File: src/rtl/ir_rx_pkg.sv
package ir_rx_pkg;

  typedef enum logic [1:0] {
    ST_IDLE      = 2'd0,
    ST_TO_SAMPLE = 2'd1,
    ST_WAIT_EDGE = 2'd2
  } rx_state_e;

endpackage

File: src/rtl/ir_rx_sync.sv
module ir_rx_sync #(
  parameter int STAGES = 2
) (
  input  logic clk,
  input  logic rst_n,
  input  logic din,
  output logic level,
  output logic rise,
  output logic fall
);

  logic [STAGES:0] chain;

  always_ff @(posedge clk or negedge rst_n) begin
    if (!rst_n) begin
      chain <= '1;
    end else begin
      chain <= {chain[STAGES-1:0], din};
    end
  end

  assign level = chain[STAGES-1];
  assign rise  = level & ~chain[STAGES];
  assign fall  = ~level & chain[STAGES];

endmodule

File: src/rtl/ir_rx_seq.sv
module ir_rx_seq
  import ir_rx_pkg::*;
#(
  parameter int HALF_TICKS   = 29,
  parameter int SAMPLE_TICKS = 44,
  parameter int FRAME_BITS   = 14,
  parameter int PAYLOAD_W    = 12
) (
  input  logic                 clk,
  input  logic                 rst_n,
  input  logic                 tick,
  input  logic                 level,
  input  logic                 rise,
  input  logic                 fall,
  output logic                 valid,
  output logic [PAYLOAD_W-1:0] data,
  output logic                 error
);

  localparam int MAX_TICKS = (SAMPLE_TICKS > HALF_TICKS) ? SAMPLE_TICKS : HALF_TICKS;
  localparam int CNT_W     = $clog2(MAX_TICKS + 1);
  localparam int BIT_W     = $clog2(FRAME_BITS + 1);

  rx_state_e            state;
  logic [CNT_W-1:0]     tick_cnt;
  logic [BIT_W-1:0]     bits_left;
  logic [PAYLOAD_W-1:0] shreg;

  logic sample_now;
  logic window_out;
  logic last_bit;

  assign sample_now = tick && (tick_cnt == CNT_W'(SAMPLE_TICKS - 1));
  assign window_out = tick && (tick_cnt == CNT_W'(HALF_TICKS - 1));
  assign last_bit   = (bits_left == BIT_W'(1));

  always_ff @(posedge clk or negedge rst_n) begin
    if (!rst_n) begin
      state     <= ST_IDLE;
      tick_cnt  <= '0;
      bits_left <= BIT_W'(FRAME_BITS);
      shreg     <= '0;
      valid     <= 1'b0;
      error     <= 1'b0;
      data      <= '0;
    end else begin
      valid <= 1'b0;
      error <= 1'b0;
      case (state)
        ST_IDLE: begin
          if (fall) begin
            tick_cnt <= '0;
            state    <= ST_TO_SAMPLE;
          end
        end
        ST_TO_SAMPLE: begin
          if (sample_now) begin
            tick_cnt <= '0;
            if (last_bit) begin
              valid     <= 1'b1;
              data      <= shreg;
              shreg     <= '0;
              bits_left <= BIT_W'(FRAME_BITS);
              state     <= ST_IDLE;
            end else begin
              bits_left <= bits_left - BIT_W'(1);
              shreg     <= {shreg[PAYLOAD_W-2:0], level};
              state     <= ST_WAIT_EDGE;
            end
          end else if (tick) begin
            tick_cnt <= tick_cnt + CNT_W'(1);
          end
        end
        ST_WAIT_EDGE: begin
          if (rise || fall) begin
            tick_cnt <= '0;
            state    <= ST_TO_SAMPLE;
          end else if (window_out) begin
            error     <= 1'b1;
            tick_cnt  <= '0;
            shreg     <= '0;
            bits_left <= BIT_W'(FRAME_BITS);
            state     <= ST_IDLE;
          end else if (tick) begin
            tick_cnt <= tick_cnt + CNT_W'(1);
          end
        end
        default: begin
          state <= ST_IDLE;
        end
      endcase
    end
  end

endmodule

File: src/rtl/ir_rx_match.sv
module ir_rx_match #(
  parameter int CMD_W = 6
) (
  input  logic             clk,
  input  logic             rst_n,
  input  logic             valid,
  input  logic [CMD_W-1:0] cmd,
  input  logic [CMD_W-1:0] code,
  output logic             hit
);

  always_ff @(posedge clk or negedge rst_n) begin
    if (!rst_n) begin
      hit <= 1'b0;
    end else if (valid) begin
      hit <= (cmd == code);
    end
  end

endmodule

File: src/rtl/ir_frame_decoder.sv
module ir_frame_decoder #(
  parameter int SYNC_STAGES  = 2,
  parameter int HALF_TICKS   = 29,
  parameter int SAMPLE_TICKS = 44,
  parameter int FRAME_BITS   = 14,
  parameter int PAYLOAD_W    = 12,
  parameter int CMD_W        = 6
) (
  input  logic                 clk,
  input  logic                 rst_n,
  input  logic                 tick_en,
  input  logic                 ir_rx_n,
  input  logic [CMD_W-1:0]     match_code,
  output logic                 frame_valid,
  output logic [PAYLOAD_W-1:0] frame_data,
  output logic                 frame_error,
  output logic                 cmd_match
);

  logic line_level;
  logic line_rise;
  logic line_fall;

  ir_rx_sync #(
    .STAGES (SYNC_STAGES)
  ) u_sync (
    .clk   (clk),
    .rst_n (rst_n),
    .din   (ir_rx_n),
    .level (line_level),
    .rise  (line_rise),
    .fall  (line_fall)
  );

  ir_rx_seq #(
    .HALF_TICKS   (HALF_TICKS),
    .SAMPLE_TICKS (SAMPLE_TICKS),
    .FRAME_BITS   (FRAME_BITS),
    .PAYLOAD_W    (PAYLOAD_W)
  ) u_seq (
    .clk   (clk),
    .rst_n (rst_n),
    .tick  (tick_en),
    .level (line_level),
    .rise  (line_rise),
    .fall  (line_fall),
    .valid (frame_valid),
    .data  (frame_data),
    .error (frame_error)
  );

  ir_rx_match #(
    .CMD_W (CMD_W)
  ) u_match (
    .clk   (clk),
    .rst_n (rst_n),
    .valid (frame_valid),
    .cmd   (frame_data[CMD_W-1:0]),
    .code  (match_code),
    .hit   (cmd_match)
  );

endmodule

File: config.mk
export PLATFORM = sky130hd
export DESIGN_NAME = ir_frame_decoder
export DESIGN_NICKNAME = d
export VERILOG_FILES = /design/src/rtl/ir_rx_pkg.sv /design/src/rtl/ir_rx_sync.sv /design/src/rtl/ir_rx_seq.sv /design/src/rtl/ir_rx_match.sv /design/src/rtl/ir_frame_decoder.sv
export SDC_FILE = /design/constraint.sdc
export NUM_CORES = 1
export LEC_CHECK = 0
export BUFFER_PORTS_ARGS = -buffer_cell sky130_fd_sc_hd__buf_2
export CAP_MARGIN = 40
export CORE_MARGIN = 2
export CORE_UTILIZATION = 31
export DETAILED_ROUTE_END_ITERATION = 6
export GPL_ROUTABILITY_DRIVEN = 0
export SLEW_MARGIN = 20
export SYNTH_ARGS = -nofsm -noshare
export SYNTH_HDL_FRONTEND = slang
export SYNTH_SLANG_ARGS = --single-unit
File: constraint.sdc
create_clock -name clk -period 2.4 [get_ports clk]
set_input_delay 0.48 -clock clk [delete_from_list [all_inputs] [get_ports clk]]
set_output_delay 0.48 -clock clk [all_outputs]
set_load 0.02 [all_outputs]
Yosys cells after proc, flatten, opt, wreduce, memory -nomap -nowiden

Index checks and enable logic that the tools add are counted.

Logic and storage cells: 64
Bits of input ports: 10
Output and inout port bits: 15
Register bits after elaboration: 42

Reduce and logical (&&, ||, !) cells: 10
Equality and inequality tests: 11
Add/subtract/negate cells: 2
Mux-type cells: 28
Bitwise operators: 4

Operators by type and width:

| kind                                                                     | number |
|---|---|
| 12-bit 2-to-1 mux                                                        | 4 |
| 6-bit 2-to-1 mux                                                         | 5 |
| 12-bit case mux with 2 select lines                                      | 1 |
| 6-bit case mux with 3 select lines                                       | 1 |
| 4-bit 2-to-1 mux                                                         | 4 |
| 2-bit 2-to-1 mux                                                         | 5 |
| 4-bit case mux with 2 select lines                                       | 1 |
| 6-bit by 1-bit adder with 6-bit output (second input constant)           | 1 |
| 6-bit by 5-bit == test with 1-bit output (second input constant)         | 1 |
| 6-bit == test                                                            | 1 |
| 6-bit == test (second input constant)                                    | 1 |
| 1-bit 2-to-1 mux                                                         | 6 |
| 2-bit by 1-bit inequality test with 1-bit output (second input constant) | 3 |
| 2-bit case mux with 3 select lines                                       | 1 |
| 3-bit AND reduction                                                      | 2 |
| 4-bit by 1-bit == test with 1-bit output (second input constant)         | 1 |
| 4-bit AND reduction                                                      | 1 |
| 4-bit by 1-bit subtractor with 4-bit output (second input constant)      | 1 |
| 3-bit by 1-bit inequality test with 1-bit output (second input constant) | 1 |
| 3-bit nonzero test                                                       | 1 |
| 1-bit bitwise AND                                                        | 2 |
| 2-bit by 1-bit == test with 1-bit output (second input constant)         | 1 |
| 2-bit == test (second input constant)                                    | 1 |
| 1-bit logical AND                                                        | 2 |
| 6 further kinds                                                          | 7 |

Depth between registers and ports, before layout

Gate-level depths: netlist of the first run.

Depth in word-level cells: 5
Mapped depth: 8

Modules after synthesis

From an unflattened synthesis of the first run, not the netlist that was laid out.

Cell total of the unflattened synthesis: 160
Area total of the unflattened synthesis: 2,034.5 µm²

By module, submodules not included:

| module      | cells each | seq. area each (µm²) | instances | area each (µm²) |
|---|---|---|---|---|
| ir_rx_seq   | 144        | 954.7                | 1         | 1,835.5 |
| ir_rx_match | 11         | 25.0                 | 1         | 105.1 |
| ir_rx_sync  | 5          | 78.8                 | 1         | 93.8 |

Least setup slack after synthesis of the first run

Ideal clock, no wire load.

Path type: flip-flop to flip-flop
Start: register u_sync.chain[1]
End: register u_seq.shreg[10]
Setup slack: 0.389 ns
Cell stages (with the launch flop): 8
Period minus slack after synthesis: 2.011 ns
Arrival: 1.890 ns
Path buffers: 1
Data required time: 2.279 ns
Cells stage by stage: dfstp_2 inv_1 ha_1 inv_1 o41ai_2 nand3_2 buf_2 a22o_1

Cells in the longest elaborated chain, start to end: 5
Elaborated cells on any way between the ends: 6
Classes of those cells: eq/ne: 1; bitwise: 3; reduce/logical: 2

Ends and longest elaborated chain:

| item                                | RTL line         | source |
|---|---|---|
| from (decl)                         | ir_rx_sync.sv:12 | `logic [STAGES:0] chain;` |
| from (signal assigned)              | ir_rx_sync.sv:18 | `chain <= {chain[STAGES-1:0], din};` |
| 1-bit inverter                      | ir_rx_sync.sv:24 | `assign fall = ~level & chain[STAGES];` |
| 1-bit bitwise AND                   | ir_rx_sync.sv:24 |  |
| 1-bit logical OR (*)                | ir_rx_seq.sv:75  | `if (rise \|\| fall) begin` |
| 2-bit inequality test (no line) (*) | --               |  |
| 4-bit AND reduction (no line) (*)   | --               |  |
| to (signal assigned)                | ir_rx_seq.sv:67  | `shreg <= {shreg[PAYLOAD_W-2:0], level};` |
| to (decl)                           | ir_rx_seq.sv:27  | `logic [PAYLOAD_W-1:0] shreg;` |

Every way passes the cells marked *; elsewhere a longest branch is shown, timed or not.
A chain may end at the register's enable or synchronous reset.

Worst setup path after layout of the first run

Start: register u_sync.chain[1]
End: register u_seq.bits_left[0]

Cells in the longest elaborated chain, start to end: 5
Elaborated cells on any way between the ends: 6
Classes of those cells: eq/ne: 1; bitwise: 3; reduce/logical: 2

Ends and longest elaborated chain:

| item                                | RTL line         | source |
|---|---|---|
| 1-bit inverter                      | ir_rx_sync.sv:24 |  |
| 1-bit bitwise AND                   | ir_rx_sync.sv:24 |  |
| 1-bit logical OR (*)                | ir_rx_seq.sv:75  |  |
| 2-bit inequality test (no line) (*) | --               |  |
| 4-bit AND reduction (no line) (*)   | --               |  |
| to (signal assigned)                | ir_rx_seq.sv:63  | `bits_left <= BIT_W'(FRAME_BITS);` |
| to (signal assigned)                | ir_rx_seq.sv:66  | `bits_left <= bits_left - BIT_W'(1);` |
| to (signal assigned)                | ir_rx_seq.sv:82  | `bits_left <= BIT_W'(FRAME_BITS);` |
| to (decl)                           | ir_rx_seq.sv:26  | `logic [BIT_W-1:0] bits_left;` |

Marked as above.

==> metrics.cfg, run 1 <==
[route]
drtIter0Drc=64
wl_per_cell_um=12.5
drc=0
ant_nets=0
drt-pass1-iter-count=4
vias_per_cell=4.82
num_vias=1291
routed_wirelength_mm=3.35

[layout]
fin_nets=211
syn2layout_area_growth_pct=15.6
layout_common_cells=dfrtp_1 (36), buf_2 (24), inv_1 (13), mux2_2 (13), a22o_1 (12)
mostFrequentLayoutCell=dfrtp_1
num_antenna_cells=0
drive_gt1_share_pct=31.6

[power_and_ir_drop]
power_mw=2.16
p_leak_nw=1.10
p_int_mw=1.38
switchingPower_uw=777
seqPwrFrac_pct=44.6
power_density_mw_per_mm2=952
pwr-share-comb_pct=33.3
pwr-share-clk_pct=22.1
ir_drop_mv=0.270
swShare_pct=36.0

[setup_path]
critPathLaunchType=flop
crit_type=reg2reg
rrSetupSlack_ps=190
cp_slowest_cell=dfstp_2
worst_ep_required_time_ps=2600
path_cells=inv_1 > ha_1 > inv_1 > o41ai_2 > nand3_2 > mux2_2
crit_top_cell=inv_1
crit_path_end_kind=flop
critPathMaxFanout=14
cp.arrival_ps=2410
max_stage_delay_ps=550

[global_route]
grt_max_degree=43
use_met3_pct=3.46
track_usage_pct=10.4
grt_pass1_wl_mm=5.82
grt-busiest-layer=met2
grt_util_met2_pct=15.0
overflow=0
grtUsageMet1_pct=14.2
grt_antenna_before_repair=0
first_global_vias=1238

[timing]
tns_ps=0
fin_worst_skew_ps=8.35
slew_headroom_pct=65.4
finalSetupViolations=0
period_needed_ps=2210
grt_setup_unrepaired=no
slew_violations=0
fmax_ghz=0.452
worstMarginPinSlew_ps=519
period_share_pct=92.1
hold_viol=0

[hold_path]
hold_class=in2async

[clock_tree]
clk_latency_ps=310
post_cts_resized=0
cts_setup_buffers=0
clock_sinks=42
clk_path_buf_depth=2
cts_made_buffers=5
cts.htree.levels=2
cts_tree=yes
clock_tree.root_cell=clkbuf_8
cts_hold_buf=0
clk_pin_slew_ps=90

[floorplan]
fp.dieW_um=83.5
die_h_um=83.5
start_util_pct=32.5
ioPinCount=25
core.rowCount=28
core-area_mm2=0.00603
die_area_mm2=0.00697

[logic_synthesis]
synth_edf_count=0
yosysWarningCount=0
synth_nets=180
netlist_instances=161
ys_seq_area_share_pct=54.0
yosysTopAreaCell=dfrtp_1
netlist.area_leader.share_pct=46.0
ys_types=41
ys_ff_latch=42
synth_area_leaders=dfrtp_1 (46%), dfstp_2 (8.0%), mux2_2 (7.5%), ha_1 (5.7%), a22o_1 (5.4%)
synth_area_mm2=0.00196
syn_area_per_cell_um2=12.2
ys.flop_type=dfrtp_1
async_reset_ff_share_pct=100

[job]
cap_violations=0

[placement]
dp_hpwl_mm=2.36
port_buffers=24

[outcome]
outcome=completed

registers in the layout, summed over array words and instances (netlist names):
| signal | count |
|---|---|
| u_seq.tick_cnt | 6 |
| u_seq.valid | 1 |
| u_seq.bits_left | 4 |
| u_match.hit | 1 |
| u_seq.data | 12 |
| u_seq.state | 2 |
| u_seq.error | 1 |
| u_seq.shreg | 12 |
| u_sync.chain | 3 |
routing by layer:
metal | share of wire (%) | vias to the layer above
met1 | 49 | 618
met2 | 43 | 29
met5 | 0 | -
met4 | 2.6 | 0
li1 | - | 636
met3 | 4.9 | 8
metrics by stage:
stage	util (%)	instance area [µm²]	cells	hold WS [ps]	setup WS, ps
finish	37.6	2260	268	215	188
global route	37.6	2260	268	253	52.0
CTS	37.6	2260	268	237	186
detailed placement	36.0	2170	260	357	203
global placement	36.0	2170	260	358	239
floorplan	-	1960	161	184	389
critical path, delay by kind of cell (launching register included):
kind	cells	cell delay, ps
compound gates	1	460
fa+ha+maj	1	310
buf+inv	2	110
flops	1	550
mux	1	350
simple gates	1	310
cells in the mapped netlist, types with 3 or more instances:
cell and count:
ha_1 9, and3_1 3, nand2_1 4, dfrtp_1 36, nand3_1 4, dfstp_2 6
mux2_2 13, inv_1 13, a22o_1 12, nor2_1 11, xnor2_1 11, nor3_1 4
worst paths after layout:
check,start,endpoint,depth (start not counted)
max in group asynchronous,rst_n,u_sync.chain[2],2
setup reg to reg,u_sync.chain[1],u_seq.bits_left[0],6
setup / recovery,u_sync.chain[1],u_seq.bits_left[0],6
hold reg to reg,u_sync.chain[0],u_sync.chain[1],0
min in group clk,ir_rx_n,u_sync.chain[0],1
hold / removal,rst_n,u_seq.state[1],2
power by group through the flow:
| stage | clock, mW | combinational, mW | sequential, mW |
|---|---|---|---|
| 3_3_place_gp | 0 | 0.715 | 0.978 |
| 3_5_place_dp | 0 | 0.724 | 0.975 |
| 5_1_grt | 0.527 | 0.809 | 0.984 |
| 4_1_cts | 0.500 | 0.725 | 0.963 |
| 6_report | 0.477 | 0.717 | 0.962 |
| 2_1_floorplan | 0 | 0.613 | 0.942 |
cell families (layout without fill, tap and decap cells):
family,after synthesis,after routing,synth area share (%)
XOR/XNOR,11,11,4.92
AO/OA/AOI/OAI,29,29,12.6
multiplexers,13,13,7.47
buffers and inverters,18,50,4.53
adder cells (fa/ha/maj),9,9,5.75
AND/OR/NAND/NOR,39,39,10.7
flip-flops,42,42,54.0
area by class of cell:
cell class | count | area [µm²]
Fill cell | 603 | 3760
Sequential cell | 42 | 1060
Multi-Input combinational cell | 101 | 812
Timing Repair Buffer | 29 | 158
Tap cell | 75 | 93.8
Clock buffer | 5 | 68.8
Inverter | 13 | 48.8
Clock inverter | 3 | 25.0
Note: power is estimated with default switching activity, not from simulation.
==> run 2: changes to the inputs <==
--- a/config.mk
+++ b/config.mk
@@ -7,10 +7,13 @@
 export LEC_CHECK = 0
 export BUFFER_PORTS_ARGS = -buffer_cell sky130_fd_sc_hd__buf_2
 export CAP_MARGIN = 40
+export CELL_PAD_IN_SITES_DETAIL_PLACEMENT = 1
+export CELL_PAD_IN_SITES_GLOBAL_PLACEMENT = 1
 export CORE_MARGIN = 2
 export CORE_UTILIZATION = 31
 export DETAILED_ROUTE_END_ITERATION = 6
 export GPL_ROUTABILITY_DRIVEN = 0
+export PLACE_DENSITY_LB_ADDON = 0.1
 export SLEW_MARGIN = 20
 export SYNTH_ARGS = -nofsm -noshare
 export SYNTH_HDL_FRONTEND = slang
==> metrics.cfg, run 2 (synthesized netlist as in run 1, its figures left out) <==
[clock_tree]
post_cts_resized=0
cts_setup_buffers=0
cts_hold_buf=0
clock_tree.root_cell=clkbuf_8
clk_pin_slew_ps=80
cts_made_buffers=5
clock_sinks=42
clk_path_buf_depth=2
cts_tree=yes
clk_latency_ps=290
cts.htree.levels=2

[floorplan]
start_util_pct=32.5
core.rowCount=28
fp.dieW_um=83.5
die_area_mm2=0.00697
die_h_um=83.5
core-area_mm2=0.00603
ioPinCount=25

[layout]
ff_latch_area_mm2=0.00106
multi_input_area_um2=812
syn2layout_area_growth_pct=16.4
fillerInstances=670
post-route-util_pct=37.9
mostFrequentLayoutCell=dfrtp_1
layout_common_cells=dfrtp_1 (36), buf_2 (24), inv_1 (13), mux2_2 (13), a22o_1 (12)
fin_area_mm2=0.00228
layout.cells.non_filler=270
largest_registers=u_seq.data (12), u_seq.shreg (12), u_seq.tick_cnt (6)
fin_nets=213
drive_gt1_share_pct=32.3
num_antenna_cells=0

[setup_path]
cp_slowest_cell=dfstp_2
crit_path_end_kind=flop
worst_ep_required_time_ps=2580
r2r-start=u_sync.chain[1]
max_stage_delay_ps=540
cp.arrival_ps=2300
crit_start=u_sync.chain[1]
critPathMaxFanout=14
crit_type=reg2reg
critPathLaunchType=flop
path_cells=inv_1 > ha_1 > inv_1 > o41ai_2 > nand3_2 > buf_4 > mux2_2
crit_top_cell=inv_1

[route]
routed_wirelength_mm=4.05
drc=0
num_vias=1340
drt-pass1-iter-count=2
ant_nets=0
drtIter0Drc=72
topRoutingLayerUsed=met4
wl_met3_um=139
met2_length_mm=1.97
wl_per_cell_um=15.0
wl_met1_mm=1.86
vias_per_cell=4.96

[global_route]
overflow=0
track_usage_pct=12.8
grt_max_degree=17
grt_antenna_before_repair=0
first_global_vias=1426
grt_pass1_wl_mm=7.18

[timing]
fin_worst_skew_ps=5.38
grt_setup_unrepaired=no
slew_headroom_pct=67.8
whs_ps=72.3
hold_viol=0
slew_violations=0
worstMarginPinSlew_ps=477
period_needed_ps=2120
setup_slack_ps=281
tns_ps=0
period_share_pct=88.3
finalSetupViolations=0
fmax_ghz=0.472

[placement]
post-place-cells=262
dp_hpwl_mm=3.00
place_area_mm2=0.00219
pre_cts_ws_ps=273
port_buffers=24

[outcome]
outcome=completed

[hold_path]
hold_class=in2async

[power_and_ir_drop]
p_leak_nw=1.11
power_density_mw_per_mm2=973
power_mw=2.22
ir_drop_mv=0.369

[job]
cap_violations=0

-- run 2: cell count changes in the layout (fill, tap and decap cells not counted) --
cell and delta:
inv_6 -1, clkbuf_8 +1, clkinv_4 -1, buf_4 +2, clkinv_2 +1
-- run 2: path summary, 6_finish.rpt --
kind / endpoint / slack (ps) / cells after the start
setup / recovery: u_seq.bits_left[0] / 280 / 7
hold / removal: u_seq.data[7] / 70 / 1
setup reg to reg: u_seq.bits_left[0] / 280 / 7
hold reg to reg: u_sync.chain[1] / 360 / 0
max in group asynchronous: u_sync.chain[2] / 1740 / 2
min in group clk: u_sync.chain[0] / 280 / 1
-- run 2: worst max-delay path, delay by kind of cell, from the launching register on --
family / cells / cell delay, ps
AOI/OAI and AO/OA: 1 / 450
adders and majority gates: 1 / 320
buffers and inverters: 3 / 320
DFF: 1 / 540
muxes: 1 / 270
and+or+nand+nor: 1 / 110
-- run 2: cell type report --
type | count | area share, %
sequential | 42 | 46.4
multi-input combinational | 101 | 35.6
timing repair buffer | 31 | 7.57
tap | 75 | 4.11
clock buffer | 6 | 3.62
inverter | 13 | 2.14
clock inverter | 2 | 0.549
-- run 2: layer usage --
layer	global-route usage, %	vias up
met2	20.1	23
li1	-	635
met3	3.66	10
met4	4.84	0
met1	16.8	672
met5	0	-
-- run 2: report_power, final --
group,total (mW),switching [mW],internal [mW]
clock network,0.476,0.245,0.231
registers,0.969,0.116,0.853
logic,0.774,0.437,0.336
